## config.mk

```make
export PLATFORM = sky130hd
export DESIGN_NAME = sar_conv_seq
export DESIGN_NICKNAME = d
export VERILOG_FILES = /design/src/rtl/sar_seq_pkg.sv /design/src/rtl/sar_clk_div.sv /design/src/rtl/sar_trig_sync.sv /design/src/rtl/sar_shift_reg.sv /design/src/rtl/sar_conv_seq.sv
export SDC_FILE = /design/constraint.sdc
export NUM_CORES = 1
export LEC_CHECK = 0
export BUFFER_PORTS_ARGS = -buffer_cell sky130_fd_sc_hd__buf_4
export CAP_MARGIN = 20
export CORE_MARGIN = 2
export CORE_UTILIZATION = 55
export CTS_CLUSTER_SIZE = 30
export DETAILED_ROUTE_END_ITERATION = 8
export GPL_ROUTABILITY_DRIVEN = 0
export GPL_TIMING_DRIVEN = 0
export HOLD_SLACK_MARGIN = 0.1
export PLACE_DENSITY = 0.77
export SYNTH_ARGS = -nofsm -noshare
export SYNTH_HDL_FRONTEND = slang
export SYNTH_SLANG_ARGS = --single-unit
export TNS_END_PERCENT = 100
```

## constraint.sdc

```tcl
create_clock -name clk -period 2.93 [get_ports clk]
set_input_delay 0.586 -clock clk [delete_from_list [all_inputs] [get_ports clk]]
set_output_delay 0.586 -clock clk [all_outputs]
set_load 0.05 [all_outputs]
```

## src/rtl/sar_seq_pkg.sv

```systemverilog
`timescale 1ns/1ps
package sar_seq_pkg;

    // Control states of the conversion sequencer
    typedef enum logic [2:0] {
        ST_IDLE    = 3'd0,
        ST_ALIGN   = 3'd1,
        ST_ACQ     = 3'd2,
        ST_RESOLVE = 3'd3,
        ST_FINISH  = 3'd4
    } seq_state_t;

endpackage

```

## src/rtl/sar_clk_div.sv

```systemverilog
`timescale 1ns/1ps
// Conversion-clock divider: emits a rising tick at the end of each period
// and a falling tick at the period midpoint. Resync moves the phase to the midpoint.
module sar_clk_div #(
    parameter int SEL_W = 3
) (
    input  logic             clk,
    input  logic             rst_n,
    input  logic             run,
    input  logic             resync,
    input  logic [SEL_W-1:0] sel,
    output logic             rise_tk,
    output logic             fall_tk
);
    localparam int CNT_W = (1 << SEL_W) - 1;
    localparam logic [CNT_W:0]   P_ONE   = (CNT_W+1)'(1);
    localparam logic [CNT_W:0]   P_TWO   = (CNT_W+1)'(2);
    localparam logic [CNT_W-1:0] CNT_ONE = CNT_W'(1);

    logic [CNT_W-1:0] cnt;
    logic [CNT_W:0]   period;
    logic [CNT_W:0]   half;

    always_comb begin
        if (sel == '0) period = P_TWO;
        else           period = P_ONE << sel;
        half = period >> 1;
    end

    assign rise_tk = ({1'b0, cnt} >= (period - P_ONE));
    assign fall_tk = ({1'b0, cnt} == (half - P_ONE));

    always_ff @(posedge clk or negedge rst_n) begin
        if (!rst_n)       cnt <= '0;
        else if (!run)    cnt <= '0;
        else if (resync)  cnt <= half[CNT_W-1:0];
        else if (rise_tk) cnt <= '0;
        else              cnt <= cnt + CNT_ONE;
    end

endmodule

```

## src/rtl/sar_trig_sync.sv

```systemverilog
`timescale 1ns/1ps
// Trigger source select, synchronizer chain and rising-edge detector.
module sar_trig_sync #(
    parameter int N_SRC  = 4,
    parameter int STAGES = 3,
    parameter int PICK_W = $clog2(N_SRC)
) (
    input  logic              clk,
    input  logic              rst_n,
    input  logic [N_SRC-1:0]  src,
    input  logic [PICK_W-1:0] pick,
    output logic              edge_ev
);
    logic              picked;
    logic [STAGES-1:0] chain;
    logic              last_q;

    assign picked = src[pick];

    always_ff @(posedge clk or negedge rst_n) begin
        if (!rst_n) begin
            chain  <= '0;
            last_q <= 1'b0;
        end else begin
            for (int i = STAGES - 1; i > 0; i--) chain[i] <= chain[i-1];
            chain[0] <= picked;
            last_q   <= chain[STAGES-1];
        end
    end

    assign edge_ev = chain[STAGES-1] & ~last_q;

endmodule

```

## src/rtl/sar_shift_reg.sv

```systemverilog
`timescale 1ns/1ps
// Successive-approximation register with a one-hot trial pointer.
module sar_shift_reg #(
    parameter int W = 10
) (
    input  logic         clk,
    input  logic         rst_n,
    input  logic         clr,
    input  logic         load,
    input  logic         step,
    input  logic         cmp,
    output logic [W-1:0] code,
    output logic         active,
    output logic         last
);
    localparam logic [W-1:0] MSB_ONLY = W'(1) << (W - 1);

    logic [W-1:0] code_q;
    logic [W-1:0] ptr_q;

    always_ff @(posedge clk or negedge rst_n) begin
        if (!rst_n) begin
            code_q <= '0;
            ptr_q  <= '0;
        end else if (clr) begin
            ptr_q  <= '0;
        end else if (load) begin
            code_q <= MSB_ONLY;
            ptr_q  <= MSB_ONLY;
        end else if (step) begin
            // keep or drop the current trial bit, then set the next one
            code_q <= (cmp ? code_q : (code_q & ~ptr_q)) | (ptr_q >> 1);
            ptr_q  <= ptr_q >> 1;
        end
    end

    assign code   = code_q;
    assign active = |ptr_q;
    assign last   = ptr_q[0];

endmodule

```

## src/rtl/sar_conv_seq.sv

```systemverilog
`timescale 1ns/1ps
module sar_conv_seq
    import sar_seq_pkg::*;
#(
    parameter int RES_W       = 10,
    parameter int DIV_SEL_W   = 3,
    parameter int TRIG_N      = 4,
    parameter int SYNC_STAGES = 3,
    parameter int NORM_HOLD   = 1,
    parameter int FIRST_HOLD  = 13,
    parameter int TSEL_W      = $clog2(TRIG_N)
) (
    input  logic                 clk,
    input  logic                 rst_n,
    input  logic                 conv_en,
    input  logic                 start_set,
    input  logic                 auto_en,
    input  logic [TSEL_W-1:0]    trig_pick,
    input  logic [TRIG_N-1:0]    trig_src,
    input  logic [DIV_SEL_W-1:0] div_sel,
    input  logic                 flag_clr,
    input  logic                 irq_en,
    input  logic                 cmp_in,
    output logic                 sample_hold,
    output logic [RES_W-1:0]     dac_code,
    output logic [RES_W-1:0]     result,
    output logic                 start_busy,
    output logic                 done_flag,
    output logic                 irq
);
    localparam int STEP_W = $clog2(FIRST_HOLD + 1);
    localparam logic [STEP_W-1:0] HOLD_N = STEP_W'(NORM_HOLD);
    localparam logic [STEP_W-1:0] HOLD_F = STEP_W'(FIRST_HOLD);
    localparam logic [STEP_W-1:0] STEP_1 = STEP_W'(1);

    seq_state_t st, st_nxt;

    logic rise_tk, fall_tk, trig_ev;
    logic div_resync, accept_trig, sar_load, sar_step, hold_now, finish;
    logic sar_active, sar_last;
    logic [RES_W-1:0] sar_code;

    logic              sc_bit, flag_q, first_pend, sample_q;
    logic [RES_W-1:0]  result_q;
    logic [STEP_W-1:0] step_cnt;
    logic [STEP_W-1:0] hold_pt;

    assign hold_pt = first_pend ? HOLD_F : HOLD_N;

    sar_clk_div #(.SEL_W(DIV_SEL_W)) u_div (
        .clk     (clk),
        .rst_n   (rst_n),
        .run     (conv_en),
        .resync  (div_resync),
        .sel     (div_sel),
        .rise_tk (rise_tk),
        .fall_tk (fall_tk)
    );

    sar_trig_sync #(.N_SRC(TRIG_N), .STAGES(SYNC_STAGES), .PICK_W(TSEL_W)) u_sync (
        .clk     (clk),
        .rst_n   (rst_n),
        .src     (trig_src),
        .pick    (trig_pick),
        .edge_ev (trig_ev)
    );

    sar_shift_reg #(.W(RES_W)) u_sar (
        .clk    (clk),
        .rst_n  (rst_n),
        .clr    (!conv_en),
        .load   (sar_load),
        .step   (sar_step),
        .cmp    (cmp_in),
        .code   (sar_code),
        .active (sar_active),
        .last   (sar_last)
    );

    // State register
    always_ff @(posedge clk or negedge rst_n) begin
        if (!rst_n) st <= ST_IDLE;
        else        st <= st_nxt;
    end

    // Next state and per-cycle strobes
    always_comb begin
        st_nxt      = st;
        div_resync  = 1'b0;
        accept_trig = 1'b0;
        sar_load    = 1'b0;
        sar_step    = 1'b0;
        hold_now    = 1'b0;
        finish      = 1'b0;
        unique case (st)
            ST_IDLE: begin
                if (sc_bit) begin
                    st_nxt = ST_ALIGN;
                end else if (auto_en && trig_ev) begin
                    st_nxt      = ST_ALIGN;
                    div_resync  = 1'b1;
                    accept_trig = 1'b1;
                end
            end
            ST_ALIGN: begin
                if (rise_tk) st_nxt = ST_ACQ;
            end
            ST_ACQ: begin
                if (fall_tk && (step_cnt == hold_pt)) begin
                    hold_now = 1'b1;
                    st_nxt   = ST_RESOLVE;
                end
            end
            ST_RESOLVE: begin
                if (rise_tk) begin
                    if (!sar_active) begin
                        sar_load = 1'b1;
                    end else begin
                        sar_step = 1'b1;
                        if (sar_last) st_nxt = ST_FINISH;
                    end
                end
            end
            ST_FINISH: begin
                if (rise_tk) begin
                    finish = 1'b1;
                    st_nxt = ST_IDLE;
                end
            end
            default: st_nxt = ST_IDLE;
        endcase
        if (!conv_en) begin
            st_nxt      = ST_IDLE;
            div_resync  = 1'b0;
            accept_trig = 1'b0;
            sar_load    = 1'b0;
            sar_step    = 1'b0;
            hold_now    = 1'b0;
            finish      = 1'b0;
        end
    end

    // Registered outputs and control bits
    always_ff @(posedge clk or negedge rst_n) begin
        if (!rst_n) begin
            sc_bit     <= 1'b0;
            flag_q     <= 1'b0;
            first_pend <= 1'b1;
            sample_q   <= 1'b0;
            result_q   <= '0;
            step_cnt   <= '0;
        end else begin
            sample_q <= hold_now;

            if (!conv_en)                      sc_bit <= 1'b0;
            else if (finish)                   sc_bit <= 1'b0;
            else if (start_set || accept_trig) sc_bit <= 1'b1;

            if (finish)        flag_q <= 1'b1;
            else if (flag_clr) flag_q <= 1'b0;

            if (finish) result_q <= sar_code;

            if (!conv_en)    first_pend <= 1'b1;
            else if (finish) first_pend <= 1'b0;

            if (st == ST_ALIGN && rise_tk)   step_cnt <= '0;
            else if (st == ST_ACQ && rise_tk) step_cnt <= step_cnt + STEP_1;
        end
    end

    assign sample_hold = sample_q;
    assign dac_code    = sar_code;
    assign result      = result_q;
    assign start_busy  = sc_bit;
    assign done_flag   = flag_q;
    assign irq         = flag_q & irq_en;

endmodule

```

Word-level counts from Yosys, hierarchy flattened
Index checks and enable logic that the tools add are counted.

storage, ports and cells
  register bits = 52
  latch bits = 0
  memories kept = 0
  bits in writable memories = 0
  word-level logic and storage cells = 104
  memory bits (read-only) = 0

cells by class
  shift operators = 1
  add/sub/neg operators = 4
  $lt $le $gt $ge = 2
  equality and inequality tests = 16
  bitwise logic cells = 6
  multipliers = 0
  divide/modulo/power cells = 0
  muxes and demuxes = 50
  reduce and logical (&&, ||, !) cells = 13

operator list
  cell                   count
  $mux W10               6
  $mux W3                9
  $mux W1                26
  $mux W7                3
  $ne A3 B3 Y1 const B   5
  $pmux W3 S5            1
  $mux W4                3
  $and A10 B10 Y10       1
  $not A10 Y10           1
  $or A10 B9 Y10         1
  $reduce_or A10 Y1      1
  $eq A7 B8 Y1           1
  $ge A7 B8 Y1           1
  $mux W8                1
  $shl A1 B3 Y8 const A  1
  $sub A7 B1 Y8 const B  1
  $sub A8 B1 Y8 const B  1
  $add A7 B1 Y7 const B  1
  $reduce_and A7 Y1      1
  $eq A3 B2 Y1 const B   2
  $logic_not A3 Y1       2
  $ne A3 B1 Y1 const B   2
  $reduce_bool A2 Y1     3
  $add A4 B1 Y4 const B  1
  13 further kinds       17

Depth between registers and ports, before layout
  depth in word-level cells = 11
  depth in mapped cells = 15
  depth with buffers taken out = 13

Modules after synthesis
A second synthesis with hierarchy kept.

second synthesis, totals
  cells, all modules = 256
  area, all modules = 2831.5 um2

modules (own cells, without submodules)
  module         area each (um2)  times used  cells each
  sar_conv_seq   1073.5           1           91
  sar_shift_reg  935.9            1           82
  sar_clk_div    693.2            1           77
  sar_trig_sync  128.9            1           6

Least setup slack after synthesis
OpenSTA, ideal clock, no wires.

  path type = in2reg
  start = in div_sel[1]
  end = reg result_q[0], in the netlist result[0]
  library setup time = 0.125 ns
  arrival = 3.311 ns
  stages = 13
  buffers on the path = 2
  path slack = -0.506 ns
  cells stage by stage = clkbuf_1 nand2_1 ha_1 or3b_1 a21oi_1 a21oi_1 ha_1 a2111oi_0 o21ai_2 nand3_2 or3_1 buf_6 mux2_4

between the ends
  longest elaborated chain between the ends = 7
  elaborated cells between the ends (all ways) = 8
  those cells by class = add/sub: 1; order compare: 1; shift: 1; mux: 4; reduce/logical: 1

RTL lines
  element                                            line                                  source
  start: declaration                                 sar_conv_seq.sv:20                    input logic [DIV_SEL_W-1:0] div_sel,
  $logic_not A3 Y1 or $shl A1 B3 Y8 (tied branches)  sar_clk_div.sv:25, sar_clk_div.sv:26
  $mux W8 *                                          sar_clk_div.sv:25                     if (sel == '0) period = P_TWO;
  $sub A8 B1 Y8 *                                    sar_clk_div.sv:30                     assign rise_tk = ({1'b0, cnt} >= (period - P_ONE));
  $ge A7 B8 Y1 *                                     sar_clk_div.sv:30
  $mux W1 *                                          sar_conv_seq.sv:125                   if (rise_tk) begin
  $mux W1 *                                          sar_conv_seq.sv:95                    unique case (st)
  $mux W1 *                                          sar_conv_seq.sv:132                   if (!conv_en) begin
  end signal: assignment                             sar_conv_seq.sv:162                   if (finish) result_q <= sar_code;
  end: declaration                                   sar_conv_seq.sv:44                    logic [RES_W-1:0] result_q;

Mark *: on every way between the ends. The rest lies on a longest branch, timed or not.
A chain may end at the register's enable or synchronous reset.

Worst setup path in the final report
  start = in div_sel[2]
  end = reg u_sar.code_q[2], in the netlist u_sar.code[2]

between the ends
  longest elaborated chain between the ends = 9
  elaborated cells between the ends (all ways) = 14
  those cells by class = add/sub: 1; order compare: 1; shift: 1; mux: 8; reduce/logical: 3

RTL lines
  element                                            line                                  source
  $logic_not A3 Y1 or $shl A1 B3 Y8 (tied branches)  sar_clk_div.sv:25, sar_clk_div.sv:26
  $mux W8 *                                          sar_clk_div.sv:25
  $sub A8 B1 Y8 *                                    sar_clk_div.sv:30
  $ge A7 B8 Y1 *                                     sar_clk_div.sv:30
  $mux W1                                            sar_conv_seq.sv:115                   if (rise_tk) begin
  $mux W1                                            sar_conv_seq.sv:95
  $mux W1                                            sar_conv_seq.sv:132
  $reduce_bool A2 Y1 (no line)                       -
  $reduce_and A2 Y1 (no line)                        -
  end signal: assignment                             sar_shift_reg.sv:32                   code_q <= (cmp ? code_q : (code_q & ~ptr_q)) | (ptr_q >> 1);
  end: declaration                                   sar_shift_reg.sv:18                   logic [W-1:0] code_q;

Marks and branches as above.

==> impl_metrics.ini <==
[worst_hold_path]
hold_path.class = input port to async pin

[timing]
worstMarginPinSlew_ps = 794.0
period_share_pct = 103.4
finalHoldViolCount = 0
finalSetupTns_ps = -2317
clock_skew_ps = 10.98
setup_slack_ps = -100.9
finalCriticalPeriod_ps = 3031
rsz0062_at_grt = true
slew_headroom_pct = 46.58
fin_hold_ws_ps = 293.7
max_clock_freq_mhz = 329.9
slew_violations = 0
setup-violations-final = 29

[setup_path]
crit_slowest_cell = or3b_1
path_class = input port to flip-flop
cpMostUsedCell = a21oi_2
max_stage_delay_ps = 380
critPathMaxFanout = 5
cp.arrival_ps = 3230
cp_data_required_time_ps = 3120
critical-path-top-delay-family = compound AO/OA/AOI/OAI gates
endpoint_kind = flip-flop
cp-start-kind = input port
critPathBufInv = 4
path_cells = buf_8 -> buf_12 -> nor2_4 -> nand2_2 -> ha_4 -> or3b_1 -> a21oi_2 -> a21oi_2 -> ha_4 -> a2111oi_4 -> o21ai_2 -> buf_6 -> and4b_4 -> buf_8 -> a21oi_2 -> o21ai_1

[run_status]
violations = setup timing
outcome = finished, violations left

[placed_design]
dp_hpwl_um = 4470
preCtsSetupSlack_ps = -687.0
io_buffers = 39

[global_routing]
antenna_found_initial = 0
grtUsageMet3_pct = 4.150
overflow = 0
grt.busiest_layer = met2
grtUsageMet2_pct = 40.55
grt_use_total_pct = 26.55
use_met1_pct = 38.56
grt_pass1_wl_um = 11220
grt_pass1_vias = 2231
grt_start_max_net_pins = 53

[power]
p_leak_nw = 1.716
intPower_w = 0.001073
power_frac_clock_pct = 28.0
total_power_w = 0.001591
p_sw_share_pct = 32.55
p_sw_w = 0.0005180
irDropWorstVdd_uv = 358.9
pwr-share-comb_pct = 22.8
cellPowerDensity_nw_per_um2 = 433.5
power_frac_seq_pct = 49.2

[floorplan]
initial_core_util_pct = 57.87
num_io_pins = 41
die_h_um = 75.20
coreArea_sq_um = 4817
std_cell_rows = 25
die_x_um = 75.20
design.die.area_sq_um = 5654

[synthesis]
synth-compound-area-share_pct = 19.75
yosys-top-cells-area = dfrtp_1 (46%), mux2_4 (4.8%), ha_1 (4.5%)
synth_edf_count = 0
synth-warning-count = 0
async_flop_share_pct = 100.0
synth.distinct_cells = 50
ys_seq_elements = 52
yosys.area_share.adder_pct = 4.488
synthFlopType = dfrtp_1
synth.most_common_cell = dfrtp_1
synth-simple-area-share_pct = 15.93
synth_top_family_by_area = compound AO/OA/AOI/OAI gates
syn_area_per_cell_sq_um = 10.17
seq_area_frac_synth_pct = 46.72
synth_top_area_share_pct = 45.78
yosysTopAreaCell = dfrtp_1
synth_xor_area_share_pct = 3.456
syn-cell-area_sq_um = 2788
synth.mux.area_fraction_pct = 6.059
synth_common_cells = dfrtp_1 (51), nand2_1 (25), nor2_1 (20)
synth_nets = 301
synth_cells = 274

[final_layout]
regArea_sq_um = 1303
drive_gt1_share_pct = 35.82
insertedDiodeCount = 0
area_growth_pct = 31.69
fillers = 361
multiInputGateArea_sq_um = 1558
fin_nets = 361

[drt]
ant_nets = 0
wl_um = 7058
firstDrtPassIters = 4
wl_per_cell_um = 17.56
drt_iter0_drc = 200
vias = 2405
drc = 0
vias_per_cell = 5.983

[clocking]
cts_buffers = 5
cts_tree = built
worstSkewPairLatency_ps = 320
htreeDepth = 2
clk_path_buf_depth = 2
cts_root_buf = clkbuf_8
cts_hold_buffers = 0
cts.reportedPaths.clkPinSlew_ps = 100
cts_sinks = 52

[run]
cap_violations = 0
-- area by class of cell --
type / instances / share of cell area (%)
buffer: 12 / 3.306
timing repair buffer: 55 / 12.95
clock buffer: 5 / 1.875
tap: 67 / 2.284
clock inverter: 3 / 0.7498
sequential: 52 / 35.48
multi-input combinational: 199 / 42.43
inverter: 9 / 0.9202
-- through the flow --
step | instances | instance area [sq um] | util (%)
2_1_floorplan | 274 | 2917 | -
6_report | 402 | 3671 | 76.21
3_3_place_gp | 380 | 3293 | 68.36
5_1_grt | 402 | 3671 | 76.21
3_5_place_dp | 380 | 3293 | 68.36
4_1_cts | 401 | 3623 | 75.22
-- flip-flops by register name (all words and copies together) (netlist names), 3 cells and up --
name          flops
result           10
u_sar.code       10
u_sar.ptr_q      10
u_div.cnt         7
step_cnt          4
st                3
u_sync.chain      3
-- metal layers --
metal	wire length, um	share of wire (%)	vias to the layer above
met1	3234	46	1193
met5	0	0	-
met4	124	1.8	0
met2	3370	48	86
met3	329	4.7	12
li1	-	-	1114
-- timing repair --
item                                    4_1_cts  5_1_grt
endpoints found under the setup margin       47       42
cloned                                        3        0
endpoints found under the hold margin         0        0
setup buffers                                11        2
gates resized for setup                      21       18
pin swaps                                    13        7
-- power groups by stage --
stage | registers, W | logic [W] | clock network [W]
floorplan | 0.000793 | 0.000223 | 0
global placement | 0.000795 | 0.000301 | 0
detailed placement | 0.000796 | 0.000313 | 0
CTS | 0.000781 | 0.000352 | 0.000443
global route | 0.000788 | 0.000395 | 0.000477
finish | 0.000783 | 0.000363 | 0.000446
-- layout by cell type, fill, tap and decap left out, drive strengths merged, types with 2 or more instances in the layout --
master,synthesis,layout
a211oi,3,3
a21boi,5,5
a21o,2,2
a21oi,17,17
a22o,13,13
a31oi,8,8
and3,3,3
buf,6,63
clkbuf,8,9
clkinv,1,2
dfrtp,51,51
ha,10,10
inv,8,9
mux2,10,10
nand2,26,26
nand2b,2,2
nand3,11,11
nand4b,3,3
nor2,20,20
nor2b,5,5
nor3,6,6
nor4,3,3
o211ai,2,2
o21ai,19,19
o2bb2ai,2,2
or2,2,2
or4,2,2
xnor2,7,7
xor2,4,4
-- final timing paths --
path                                  from               to  slack [ps]  depth (start not counted)
max                             div_sel[2]    u_sar.code[2]        -100                         16
min                                  rst_n      step_cnt[2]         290                          1
max reg2reg                          st[2]     u_div.cnt[6]         600                          7
min reg2reg                u_sync.chain[0]  u_sync.chain[1]         370                          0
max in group asynchronous            rst_n    u_sar.code[6]        2200                          1
min in group clk           u_sync.chain[0]  u_sync.chain[1]         370                          0
-- cells by family after synthesis --
logic type	after synthesis
and+or+nand+nor	88
AOI/OAI and AO/OA	79
DFF	52
buffers and inverters	23
xor gates and xnor gates	11
muxes	11
adders and majority gates	10
Power figures use the tool's default switching activity.
